$ cat src/rtl/flash_cmd_pkg.sv
package flash_cmd_pkg;
  localparam int CMD_W = 11;
  localparam logic [CMD_W-1:0] ADR_A = 11'h555;
  localparam logic [CMD_W-1:0] ADR_B = 11'h2AA;

  localparam logic [7:0] D_UNLK1 = 8'hAA;
  localparam logic [7:0] D_UNLK2 = 8'h55;
  localparam logic [7:0] D_AUTO  = 8'h90;
  localparam logic [7:0] D_PROG  = 8'hA0;
  localparam logic [7:0] D_BYP   = 8'h20;
  localparam logic [7:0] D_ERASE = 8'h80;
  localparam logic [7:0] D_CHIP  = 8'h10;
  localparam logic [7:0] D_GO    = 8'h30;
  localparam logic [7:0] D_RST   = 8'hF0;
  localparam logic [7:0] D_SUSP  = 8'hB0;
  localparam logic [7:0] D_BEXIT = 8'h00;

  typedef enum logic [1:0] {M_READ = 2'd0, M_AUTO = 2'd1, M_BYP = 2'd2} mode_e;
  typedef enum logic [1:0] {K_NONE, K_PROG, K_CHIP, K_BLK} kind_e;
  typedef enum logic [2:0] {
    EV_NONE, EV_PROG, EV_CHIP, EV_ADD, EV_SUSP, EV_RESUME, EV_RST
  } ev_e;
  typedef enum logic [3:0] {
    S_IDLE, S_U1, S_U2, S_PGM, S_E1, S_E2, S_E3, S_BP_PGM, S_BP_EXIT
  } st_e;
endpackage

$ cat src/rtl/fcd_window.sv
module fcd_window #(
  parameter int WIN_CYC = 5000
) (
  input  logic clk_i,
  input  logic rst_ni,
  input  logic add_i,
  input  logic close_i,
  output logic open_o,
  output logic expire_o,
  output logic go_o
);
  localparam int CW = $clog2(WIN_CYC + 1);

  logic          open_q;
  logic [CW-1:0] cnt_q;

  assign expire_o = open_q && (cnt_q == CW'(1)) && !add_i && !close_i;
  assign open_o   = open_q;

  always_ff @(posedge clk_i or negedge rst_ni) begin
    if (!rst_ni) begin
      open_q <= 1'b0;
      cnt_q  <= '0;
      go_o   <= 1'b0;
    end else begin
      go_o <= expire_o;
      if (add_i) begin
        open_q <= 1'b1;
        cnt_q  <= CW'(WIN_CYC);
      end else if (close_i) begin
        open_q <= 1'b0;
      end else if (open_q) begin
        if (cnt_q == CW'(1)) open_q <= 1'b0;
        else cnt_q <= cnt_q - CW'(1);
      end
    end
  end

  p_go_open_r5: assert property (@(posedge clk_i) disable iff (!rst_ni)
    go_o |-> $past(open_q) && !open_q);
  p_cnt_range_r5: assert property (@(posedge clk_i) disable iff (!rst_ni)
    open_q |-> (cnt_q != '0) && (cnt_q <= CW'(WIN_CYC)));
  p_close_no_go_r10: assert property (@(posedge clk_i) disable iff (!rst_ni)
    close_i |=> !go_o && !open_q);
endmodule

$ cat src/rtl/fcd_seq.sv
module fcd_seq
  import flash_cmd_pkg::*;
#(
  parameter int ADDR_W = 19
) (
  input  logic              clk_i,
  input  logic              rst_ni,
  input  logic              wr_valid_i,
  input  logic [ADDR_W-1:0] wr_addr_i,
  input  logic [7:0]        wr_data_i,
  input  logic              busy_i,
  input  logic              error_i,
  input  logic              win_open_i,
  input  logic              win_expire_i,
  output logic              add_o,
  output logic              close_o,
  output mode_e             mode_o,
  output logic              susp_o,
  output ev_e               ev_o,
  output logic [ADDR_W-1:0] cmd_addr_o,
  output logic [7:0]        cmd_data_o
);
  st_e   st_q, st_d;
  mode_e mode_q, mode_d;
  kind_e kind_q, kind_d;
  ev_e   ev_q, ev_d;
  logic  susp_q, susp_d;
  logic  at_a, at_b;
  logic [7:0] d;

  assign d    = wr_data_i;
  assign at_a = wr_addr_i[CMD_W-1:0] == ADR_A;  // upper bits ignored
  assign at_b = wr_addr_i[CMD_W-1:0] == ADR_B;

  always_comb begin
    st_d    = st_q;
    mode_d  = mode_q;
    kind_d  = kind_q;
    susp_d  = susp_q;
    ev_d    = EV_NONE;
    add_o   = 1'b0;
    close_o = 1'b0;
    if (win_expire_i) kind_d = K_BLK;
    if (wr_valid_i) begin
      if (win_open_i) begin
        if (d == D_SUSP && !error_i) begin
          ev_d = EV_SUSP; close_o = 1'b1; susp_d = 1'b1; kind_d = K_BLK;
        end else if (d == D_RST) begin
          ev_d = EV_RST; close_o = 1'b1;
        end else if (d == D_GO && !error_i) begin
          ev_d = EV_ADD; add_o = 1'b1;
        end
      end else if (busy_i) begin
        if (kind_q == K_BLK) begin
          if (d == D_SUSP && !error_i) begin
            ev_d = EV_SUSP; susp_d = 1'b1;
          end else if (d == D_RST) begin
            ev_d = EV_RST;
          end
        end
      end else begin
        st_d = S_IDLE;
        unique case (st_q)
          S_IDLE: begin
            if (mode_q == M_BYP) begin
              if (d == D_PROG) st_d = S_BP_PGM;
              else if (d == D_AUTO) st_d = S_BP_EXIT;
              else if (d == D_RST && error_i) ev_d = EV_RST;
            end else if (d == D_RST) begin
              ev_d = EV_RST; mode_d = M_READ;
            end else if (d == D_GO && susp_q) begin
              if (!error_i) begin
                ev_d = EV_RESUME; susp_d = 1'b0; kind_d = K_BLK;
              end
            end else if (d == D_UNLK1 && at_a) begin
              st_d = S_U1;
            end else begin
              mode_d = M_READ;
            end
          end
          S_U1, S_E2: begin
            if (d == D_UNLK2 && at_b) st_d = (st_q == S_U1) ? S_U2 : S_E3;
            else mode_d = M_READ;
          end
          S_E1: begin
            if (d == D_UNLK1 && at_a) st_d = S_E2;
            else mode_d = M_READ;
          end
          S_U2: begin
            if (d == D_RST) begin
              ev_d = EV_RST; mode_d = M_READ;
            end else if (at_a && d == D_AUTO) begin
              if (!error_i) mode_d = M_AUTO;
            end else if (at_a && d == D_PROG) begin
              st_d = S_PGM;
            end else if (at_a && d == D_BYP && !susp_q) begin
              if (!error_i) mode_d = M_BYP;
            end else if (at_a && d == D_ERASE && !susp_q) begin
              st_d = S_E1;
            end else begin
              mode_d = M_READ;
            end
          end
          S_PGM: begin
            if (!error_i) begin
              ev_d = EV_PROG; kind_d = K_PROG; mode_d = M_READ;
            end
          end
          S_E3: begin
            if (at_a && d == D_CHIP) begin
              if (!error_i) begin
                ev_d = EV_CHIP; kind_d = K_CHIP; mode_d = M_READ;
              end
            end else if (d == D_GO) begin
              if (!error_i) begin
                ev_d = EV_ADD; add_o = 1'b1; mode_d = M_READ;
              end
            end else begin
              mode_d = M_READ;
            end
          end
          S_BP_PGM: begin
            if (!error_i) begin
              ev_d = EV_PROG; kind_d = K_PROG;
            end
          end
          S_BP_EXIT: begin
            if (d == D_BEXIT && !error_i) mode_d = M_READ;
          end
          default: st_d = S_IDLE;
        endcase
      end
    end
  end

  always_ff @(posedge clk_i or negedge rst_ni) begin
    if (!rst_ni) begin
      st_q       <= S_IDLE;
      mode_q     <= M_READ;
      kind_q     <= K_NONE;
      susp_q     <= 1'b0;
      ev_q       <= EV_NONE;
      cmd_addr_o <= '0;
      cmd_data_o <= '0;
    end else begin
      st_q   <= st_d;
      mode_q <= mode_d;
      kind_q <= kind_d;
      susp_q <= susp_d;
      ev_q   <= ev_d;
      if (ev_d != EV_NONE) begin
        cmd_addr_o <= wr_addr_i;
        cmd_data_o <= wr_data_i;
      end
    end
  end

  assign mode_o = mode_q;
  assign susp_o = susp_q;
  assign ev_o   = ev_q;

  p_busy_ignore_r8: assert property (@(posedge clk_i) disable iff (!rst_ni)
    (wr_valid_i && busy_i && !win_open_i && kind_q != K_BLK)
      |=> (ev_q == EV_NONE) && $stable(mode_q) && $stable(susp_q));
  p_blk_busy_r9: assert property (@(posedge clk_i) disable iff (!rst_ni)
    (wr_valid_i && busy_i && !win_open_i) |=> (ev_q inside {EV_NONE, EV_SUSP, EV_RST}));
  p_err_gate_r12: assert property (@(posedge clk_i) disable iff (!rst_ni)
    (wr_valid_i && error_i) |=> (ev_q inside {EV_NONE, EV_RST}));
  p_resume_r11: assert property (@(posedge clk_i) disable iff (!rst_ni)
    (ev_q == EV_RESUME) |-> !susp_q && $past(susp_q));
  p_susp_r10: assert property (@(posedge clk_i) disable iff (!rst_ni)
    (ev_q == EV_SUSP) |-> susp_q);
  p_no_wr_no_ev_r13: assert property (@(posedge clk_i) disable iff (!rst_ni)
    !wr_valid_i |=> (ev_q == EV_NONE));
endmodule

$ cat src/rtl/flash_cmd_decoder.sv
module flash_cmd_decoder
  import flash_cmd_pkg::*;
#(
  parameter int ADDR_W  = 19,
  parameter int WIN_CYC = 5000
) (
  input  logic              clk_i,
  input  logic              rst_ni,
  input  logic              wr_valid_i,
  input  logic [ADDR_W-1:0] wr_addr_i,
  input  logic [7:0]        wr_data_i,
  input  logic              busy_i,
  input  logic              error_i,
  output logic [1:0]        mode_o,
  output logic              suspended_o,
  output logic              window_o,
  output logic              prog_o,
  output logic              chip_erase_o,
  output logic              blk_add_o,
  output logic              erase_go_o,
  output logic              suspend_o,
  output logic              resume_o,
  output logic              reset_o,
  output logic [ADDR_W-1:0] cmd_addr_o,
  output logic [7:0]        cmd_data_o
);
  logic  add, close, win_open, win_expire;
  mode_e mode;
  ev_e   ev;

  fcd_seq #(.ADDR_W(ADDR_W)) u_seq (
    .clk_i, .rst_ni, .wr_valid_i, .wr_addr_i, .wr_data_i, .busy_i, .error_i,
    .win_open_i  (win_open),
    .win_expire_i(win_expire),
    .add_o       (add),
    .close_o     (close),
    .mode_o      (mode),
    .susp_o      (suspended_o),
    .ev_o        (ev),
    .cmd_addr_o, .cmd_data_o
  );

  fcd_window #(.WIN_CYC(WIN_CYC)) u_win (
    .clk_i, .rst_ni,
    .add_i   (add),
    .close_i (close),
    .open_o  (win_open),
    .expire_o(win_expire),
    .go_o    (erase_go_o)
  );

  assign mode_o       = mode;
  assign window_o     = win_open;
  assign prog_o       = ev == EV_PROG;
  assign chip_erase_o = ev == EV_CHIP;
  assign blk_add_o    = ev == EV_ADD;
  assign suspend_o    = ev == EV_SUSP;
  assign resume_o     = ev == EV_RESUME;
  assign reset_o      = ev == EV_RST;

  p_one_strobe_r13: assert property (@(posedge clk_i) disable iff (!rst_ni)
    $onehot0({prog_o, chip_erase_o, blk_add_o, erase_go_o, suspend_o, resume_o, reset_o}));
endmodule

$ cat config.mk
export PLATFORM = sky130hd
export DESIGN_NAME = flash_cmd_decoder
export DESIGN_NICKNAME = d
export VERILOG_FILES = /design/src/rtl/flash_cmd_pkg.sv /design/src/rtl/fcd_window.sv /design/src/rtl/fcd_seq.sv /design/src/rtl/flash_cmd_decoder.sv
export SDC_FILE = /design/constraint.sdc
export NUM_CORES = 1
export LEC_CHECK = 0
export BUFFER_PORTS_ARGS = -buffer_cell sky130_fd_sc_hd__buf_2
export CORE_MARGIN = 1
export CORE_UTILIZATION = 50
export CTS_BUF_LIST = sky130_fd_sc_hd__clkbuf_8
export DETAILED_ROUTE_END_ITERATION = 7
export PLACE_DENSITY = 0.87
export SETUP_SLACK_MARGIN = 0.2
export SLEW_MARGIN = 20
export SYNTH_ARGS = -nofsm -noshare
export SYNTH_HDL_FRONTEND = slang
export SYNTH_SLANG_ARGS = --single-unit
$ cat constraint.sdc
create_clock -name clk_i -period 2.6 [get_ports clk_i]
set_input_delay 0 -clock clk_i [delete_from_list [all_inputs] [get_ports clk_i]]
set_output_delay 0 -clock clk_i [all_outputs]
set_load 0.005 [all_outputs]
# Word-level counts from Yosys, hierarchy flattened

Cells that the tools add are included.

Register bits after elaboration: 54
Bits in latches: 0
RAM bits: 0
Memory bits (read-only): 0
Input bits: 32
Output and inout port bits: 38
Word-level logic and storage cells: 188
Memories kept: 0

Add/sub/neg operators: 1
$mul: 0
Divide/modulo/power cells: 0
Magnitude comparators: 0
Eq/ne operators: 43
Shift-type cells: 0
Muxes and demuxes: 98
Bitwise logic cells: 2
Reduce and logical (&&, ||, !) cells: 34

Operators with widths:

| operator                | number |
|---|---|
| $mux W2                 | 31 |
| $mux W3                 | 20 |
| $mux W13                | 4 |
| $eq A8 B8 Y1 const B    | 6 |
| $mux W4                 | 10 |
| $mux W1                 | 29 |
| $logic_and A1 B1 Y1     | 17 |
| $eq A4 B3 Y1 const B    | 4 |
| $eq A8 B6 Y1 const B    | 2 |
| $pmux W4 S4             | 1 |
| $pmux W2 S7             | 1 |
| $eq A13 B1 Y1 const B   | 1 |
| $sub A13 B1 Y13 const B | 1 |
| $ne A3 B2 Y1 const B    | 4 |
| $pmux W3 S4             | 1 |
| $reduce_and A12 Y1      | 1 |
| $eq A11 B10 Y1 const B  | 1 |
| $eq A11 B11 Y1 const B  | 1 |
| $eq A3 B3 Y1 const B    | 3 |
| $reduce_bool A3 Y1      | 3 |
| $eq A4 B2 Y1 const B    | 2 |
| $eq A8 B5 Y1 const B    | 1 |
| $eq A8 B7 Y1 const B    | 1 |
| $logic_not A8 Y1        | 1 |
| other kinds (21)        | 32 |

# Longest topological paths before layout

Word-level depth: 19
Gate-level depth with buffers: 8
Depth with buffers taken out: 8

# Hierarchy

A second synthesis with hierarchy kept.

Cells, all modules: 316
Area total of the unflattened synthesis: 3,150.5 um2

By module, submodules not included:

| module            | instances | cells each | area an instance (um2) | seq. area each (um2) |
|---|---|---|---|---|
| fcd_seq           | 1         | 221        | 2,204.6                | 975.9 |
| fcd_window        | 1         | 89         | 893.4                  | 375.4 |
| flash_cmd_decoder | 1         | 6          | 52.6                   | 0.0 |

# Worst setup path after synthesis

OpenSTA, ideal clock, no wires.

Kind: register -> register
Start: reg u_seq.st_q[1]
End: reg u_seq.cmd_addr_o[0]
Library setup time: 125 ps
Arrival time: 2,384 ps
Data required time: 2,475 ps
Setup slack: 91 ps
Stages on the path, launching flop included: 9
Path buffers: 2
Period minus slack after synthesis: 2,509 ps
Cell sequence: dfrtp_1 -> clkbuf_1 -> or4_1 -> nor2_1 -> nand4_1 -> o21a_1 -> o221ai_4 -> buf_6 -> mux2_2

Cells in the longest elaborated chain, start to end: 7
Elaborated cells on any way between the ends: 11
Classes of those cells: eq/ne: 4; mux: 4; reduce/logical: 3

RTL lines:

| item                                         | line           | RTL |
|---|---|---|
| start, declared                              | fcd_seq.sv:23  | `st_e st_q, st_d;` |
| start signal, assigned                       | fcd_seq.sv:146 | `st_q <= st_d;` |
| $eq A4 B2 Y1 or $eq A4 B3 Y1 (tied branches) | fcd_seq.sv:63  | `unique case (st_q)` |
| $reduce_or A2 Y1 (no line)                   | n/a            |  |
| $pmux W3 S4 *                                | fcd_seq.sv:63  |  |
| $mux W3 *                                    | fcd_seq.sv:53  | `end else if (busy_i) begin` |
| $mux W3 *                                    | fcd_seq.sv:45  | `if (win_open_i) begin` |
| $mux W3 *                                    | fcd_seq.sv:44  | `if (wr_valid_i) begin` |
| $reduce_bool A3 Y1 *                         | fcd_seq.sv:151 | `if (ev_d != EV_NONE) begin` |
| end signal, assigned                         | fcd_seq.sv:152 | `cmd_addr_o <= wr_addr_i;` |
| end, declared                                | fcd_seq.sv:20  | `output logic [ADDR_W-1:0] cmd_addr_o,` |

Every way passes the cells marked *; elsewhere a longest branch is shown, timed or not.
A chain may end at the register's enable or synchronous reset.

# Final worst setup path

Start: reg u_seq.st_q[0]
End: reg u_seq.cmd_addr_o[9]

Same word-level chain as after synthesis.

==> impl_metrics.json <==
{
  "die_h_um": 80.4,
  "wl_per_cell_um": 19.6,
  "gp_congestion": 1.04,
  "io_pins": 70,
  "cts_root_buffer": "clkbuf_8",
  "syn_inst": 312,
  "cts.path.max_buffers": 2,
  "ant_nets": 0,
  "synthArstFlopShare": 1.00,
  "core.rowCount": 28,
  "holdWs_ps": 11.6,
  "yosys_warnings": 0,
  "multi_input_area_um2": 1700,
  "die_w_um": 80.4,
  "cts_sinks": 54,
  "htreeDepth": 2,
  "endpoint_kind": "register",
  "min_to": "u_seq.kind_q[1]",
  "final_common_cell": "buf_2",
  "ir_worst_vdd_mv": 0.399,
  "synth_edf_count": 0,
  "ys_ff_latch": 54,
  "final_cell_mix": "buf_2 (69), dfrtp_1 (51), nor2_1 (28), nand2_1 (28), dlygate4sd3_1 (24)",
  "die_area_um2": 6460,
  "slowest_stage": "or4_4",
  "grt_pass1_wl_mm": 14.2,
  "clock_skew_ps": 8.34,
  "worstPathArrival_ps": 2710,
  "remaining_drc_errors": 0,
  "layout_min_cycle_time_ps": 2510,
  "hold_viol": 0,
  "fillers": 421,
  "drive_gt1_frac": 0.333,
  "portBuffers": 69,
  "areaGrowthSynthToFinish_pct": 33.1,
  "dpl.hpwl_mm": 5.97,
  "power_density_nw_per_um2": 439,
  "grtUsageMet3": 0.0625,
  "syn_avg_cell_area_um2": 9.84,
  "drv_cap": 0,
  "final_max_slew_viol_count": 0,
  "cts_buffers": 5,
  "drtPass1Iterations": 5,
  "grt_pass1_vias": 2867,
  "r2r_slack_ps": 90,
  "vias": 3119,
  "relSlewSlack": 0.540,
  "finalSetupViolCount": 0,
  "antenna_found_initial": 0,
  "timing.final.crit_share": 0.964,
  "fin_setup_tns_ps": 0,
  "start_util": 0.519,
  "crit_chain": "or4_4 > nor2_4 > nand4_1 > o21a_1 > o221ai_4 > buf_12 > mux2_2",
  "max_stage_delay_ps": 590,
  "grt_use_total": 0.297,
  "core_area_um2": 5920,
  "synth_top_cell_area_share": 0.440,
  "tightest_slew_ps": 690,
  "fin_util": 0.690,
  "cts.clk_slew.worst_paths_ps": 100,
  "hp-class": "input pin to register",
  "drt-total-wl_mm": 9.76,
  "p_total_mw": 1.79,
  "critPathKind": "register to register",
  "whs_path_depth": 3,
  "min_from": "wr_valid_i",
  "top_usage_layer": "met2",
  "syn_nets": 346,
  "rsz0062_at_grt": "yes",
  "max_freq_ghz": 0.399,
  "grt_start_max_net_pins": 55,
  "use_met1": 0.395,
  "fin_ws_ps": 92.9,
  "critPathMaxFanout": 14,
  "syn_area_um2": 3070,
  "diodes": 0,
  "gr-usage-met2": 0.458,
  "rr_worst_depth": 7,
  "synthDistinctLibCells": 55,
  "ys_seq_area_frac": 0.440,
  "cts_tree": "yes",
  "worstSetupStartpointType": "register",
  "reg2reg_from": "u_seq.st_q[0]",
  "seqCellArea_um2": 1360,
  "grt.overflow.total": 0,
  "nets": 456,
  "dp_slack_ps": 111,
  "clk_latency_ps": 310,
  "required_ps": 2800,
  "via_per_inst": 6.26,
  "synth_area_leaders": "dfrtp_1 (44%), mux2_2 (8.4%), nor2_1 (3.5%), nand2_1 (3.4%), xnor2_1 (2.0%)",
  "yosysTopAreaCell": "dfrtp_1",
  "r2r-end": "u_seq.cmd_addr_o[9]",
  "drtIter0Drc": 395,
  "outcome": "complete, no violations",
  "leakagePower_nw": 1.99,
  "synthFlopType": "dfrtp_1"
}
sequential cells by signal (all words and copies together) (netlist names):
| register | cells |
|---|---|
| u_seq.cmd_addr_o | 19 |
| u_win.cnt_q | 13 |
| u_win.go_o | 1 |
| u_seq.st_q | 4 |
| u_seq.susp_o | 1 |
| u_seq.cmd_data_o | 8 |
| u_seq.mode_o | 2 |
| u_win.open_o | 1 |
| u_seq.kind_q | 2 |
| u_seq.ev_o | 3 |
worst max path at each step:
stage,start,endpoint,slack (ps),cells after the start
finish,u_seq.st_q[0],u_seq.cmd_addr_o[9],90,7
floorplan,u_seq.st_q[0],u_seq.cmd_addr_o[0],220,7
detailed placement,wr_data_i[1],u_seq.cmd_data_o[3],110,8
global route,u_seq.st_q[0],u_seq.cmd_addr_o[14],70,7
CTS,u_seq.st_q[0],u_seq.cmd_addr_o[8],180,7
global placement,wr_data_i[1],u_seq.cmd_data_o[1],170,8
cell usage after synthesis (all sizes together), types with 7 or more instances:
cell type / count
nand4: 9
xnor2: 7
dfrtp: 54
mux2: 27
nor2: 29
clkbuf: 11
nor3: 12
inv: 9
o21ai: 11
nor4: 9
nand3: 9
nand2: 28
worst max-delay path, delay by kind of cell (launching register included):
kind,cells,cell delay [ps]
buffers and inverters,1,200
DFF,1,450
AOI/OAI and AO/OA,2,550
and+or+nand+nor,3,840
muxes,1,350
metrics by stage:
stage | instance area (µm²) | std cells
2_1_floorplan | 3090 | 312
3_3_place_gp | 3610 | 462
3_5_place_dp | 3610 | 462
4_1_cts | 3960 | 494
5_1_grt | 4090 | 498
6_report | 4090 | 498
layer usage:
layer  vias up  wire length [µm]
met5         -                 0
met4         0               378
met3        46               821
met2       214              4650
met1      1479              3910
li1       1380                 -
power by group:
part           internal [mW]  switching, mW
sequential             0.894         0.0396
combinational          0.150          0.133
clock                  0.284          0.291
area by class of cell:
| cell class | instances | area share |
|---|---|---|
| clock buffer | 5 | 0.0168 |
| multi-input combinational | 236 | 0.417 |
| inverter | 9 | 0.00826 |
| timing repair buffer | 116 | 0.194 |
| tap | 75 | 0.0230 |
| clock inverter | 3 | 0.0101 |
| sequential | 54 | 0.331 |
cells by family (layout without fill, tap and decap cells):
group | count (synthesis) | in the layout | share of synthesized area
adder cells (fa/ha/maj) | 2 | 2 | 0.00815
buffers and inverters | 22 | 133 | 0.0322
multiplexers | 28 | 28 | 0.102
XOR/XNOR | 13 | 13 | 0.0371
AO/OA/AOI/OAI | 49 | 49 | 0.119
flip-flops | 54 | 54 | 0.440
AND/OR/NAND/NOR | 144 | 144 | 0.261
timing repair:
| action | in CTS | in global routing |
|---|---|---|
| endpoints found under the hold margin | 77 | 0 |
| endpoints found under the setup margin | 18 | 31 |
| cloned | 0 | 2 |
| gates resized for setup | 0 | 21 |
| buffers inserted | 0 | 2 |
| hold buffers | 24 | 0 |
Power figures use the tool's default switching activity.
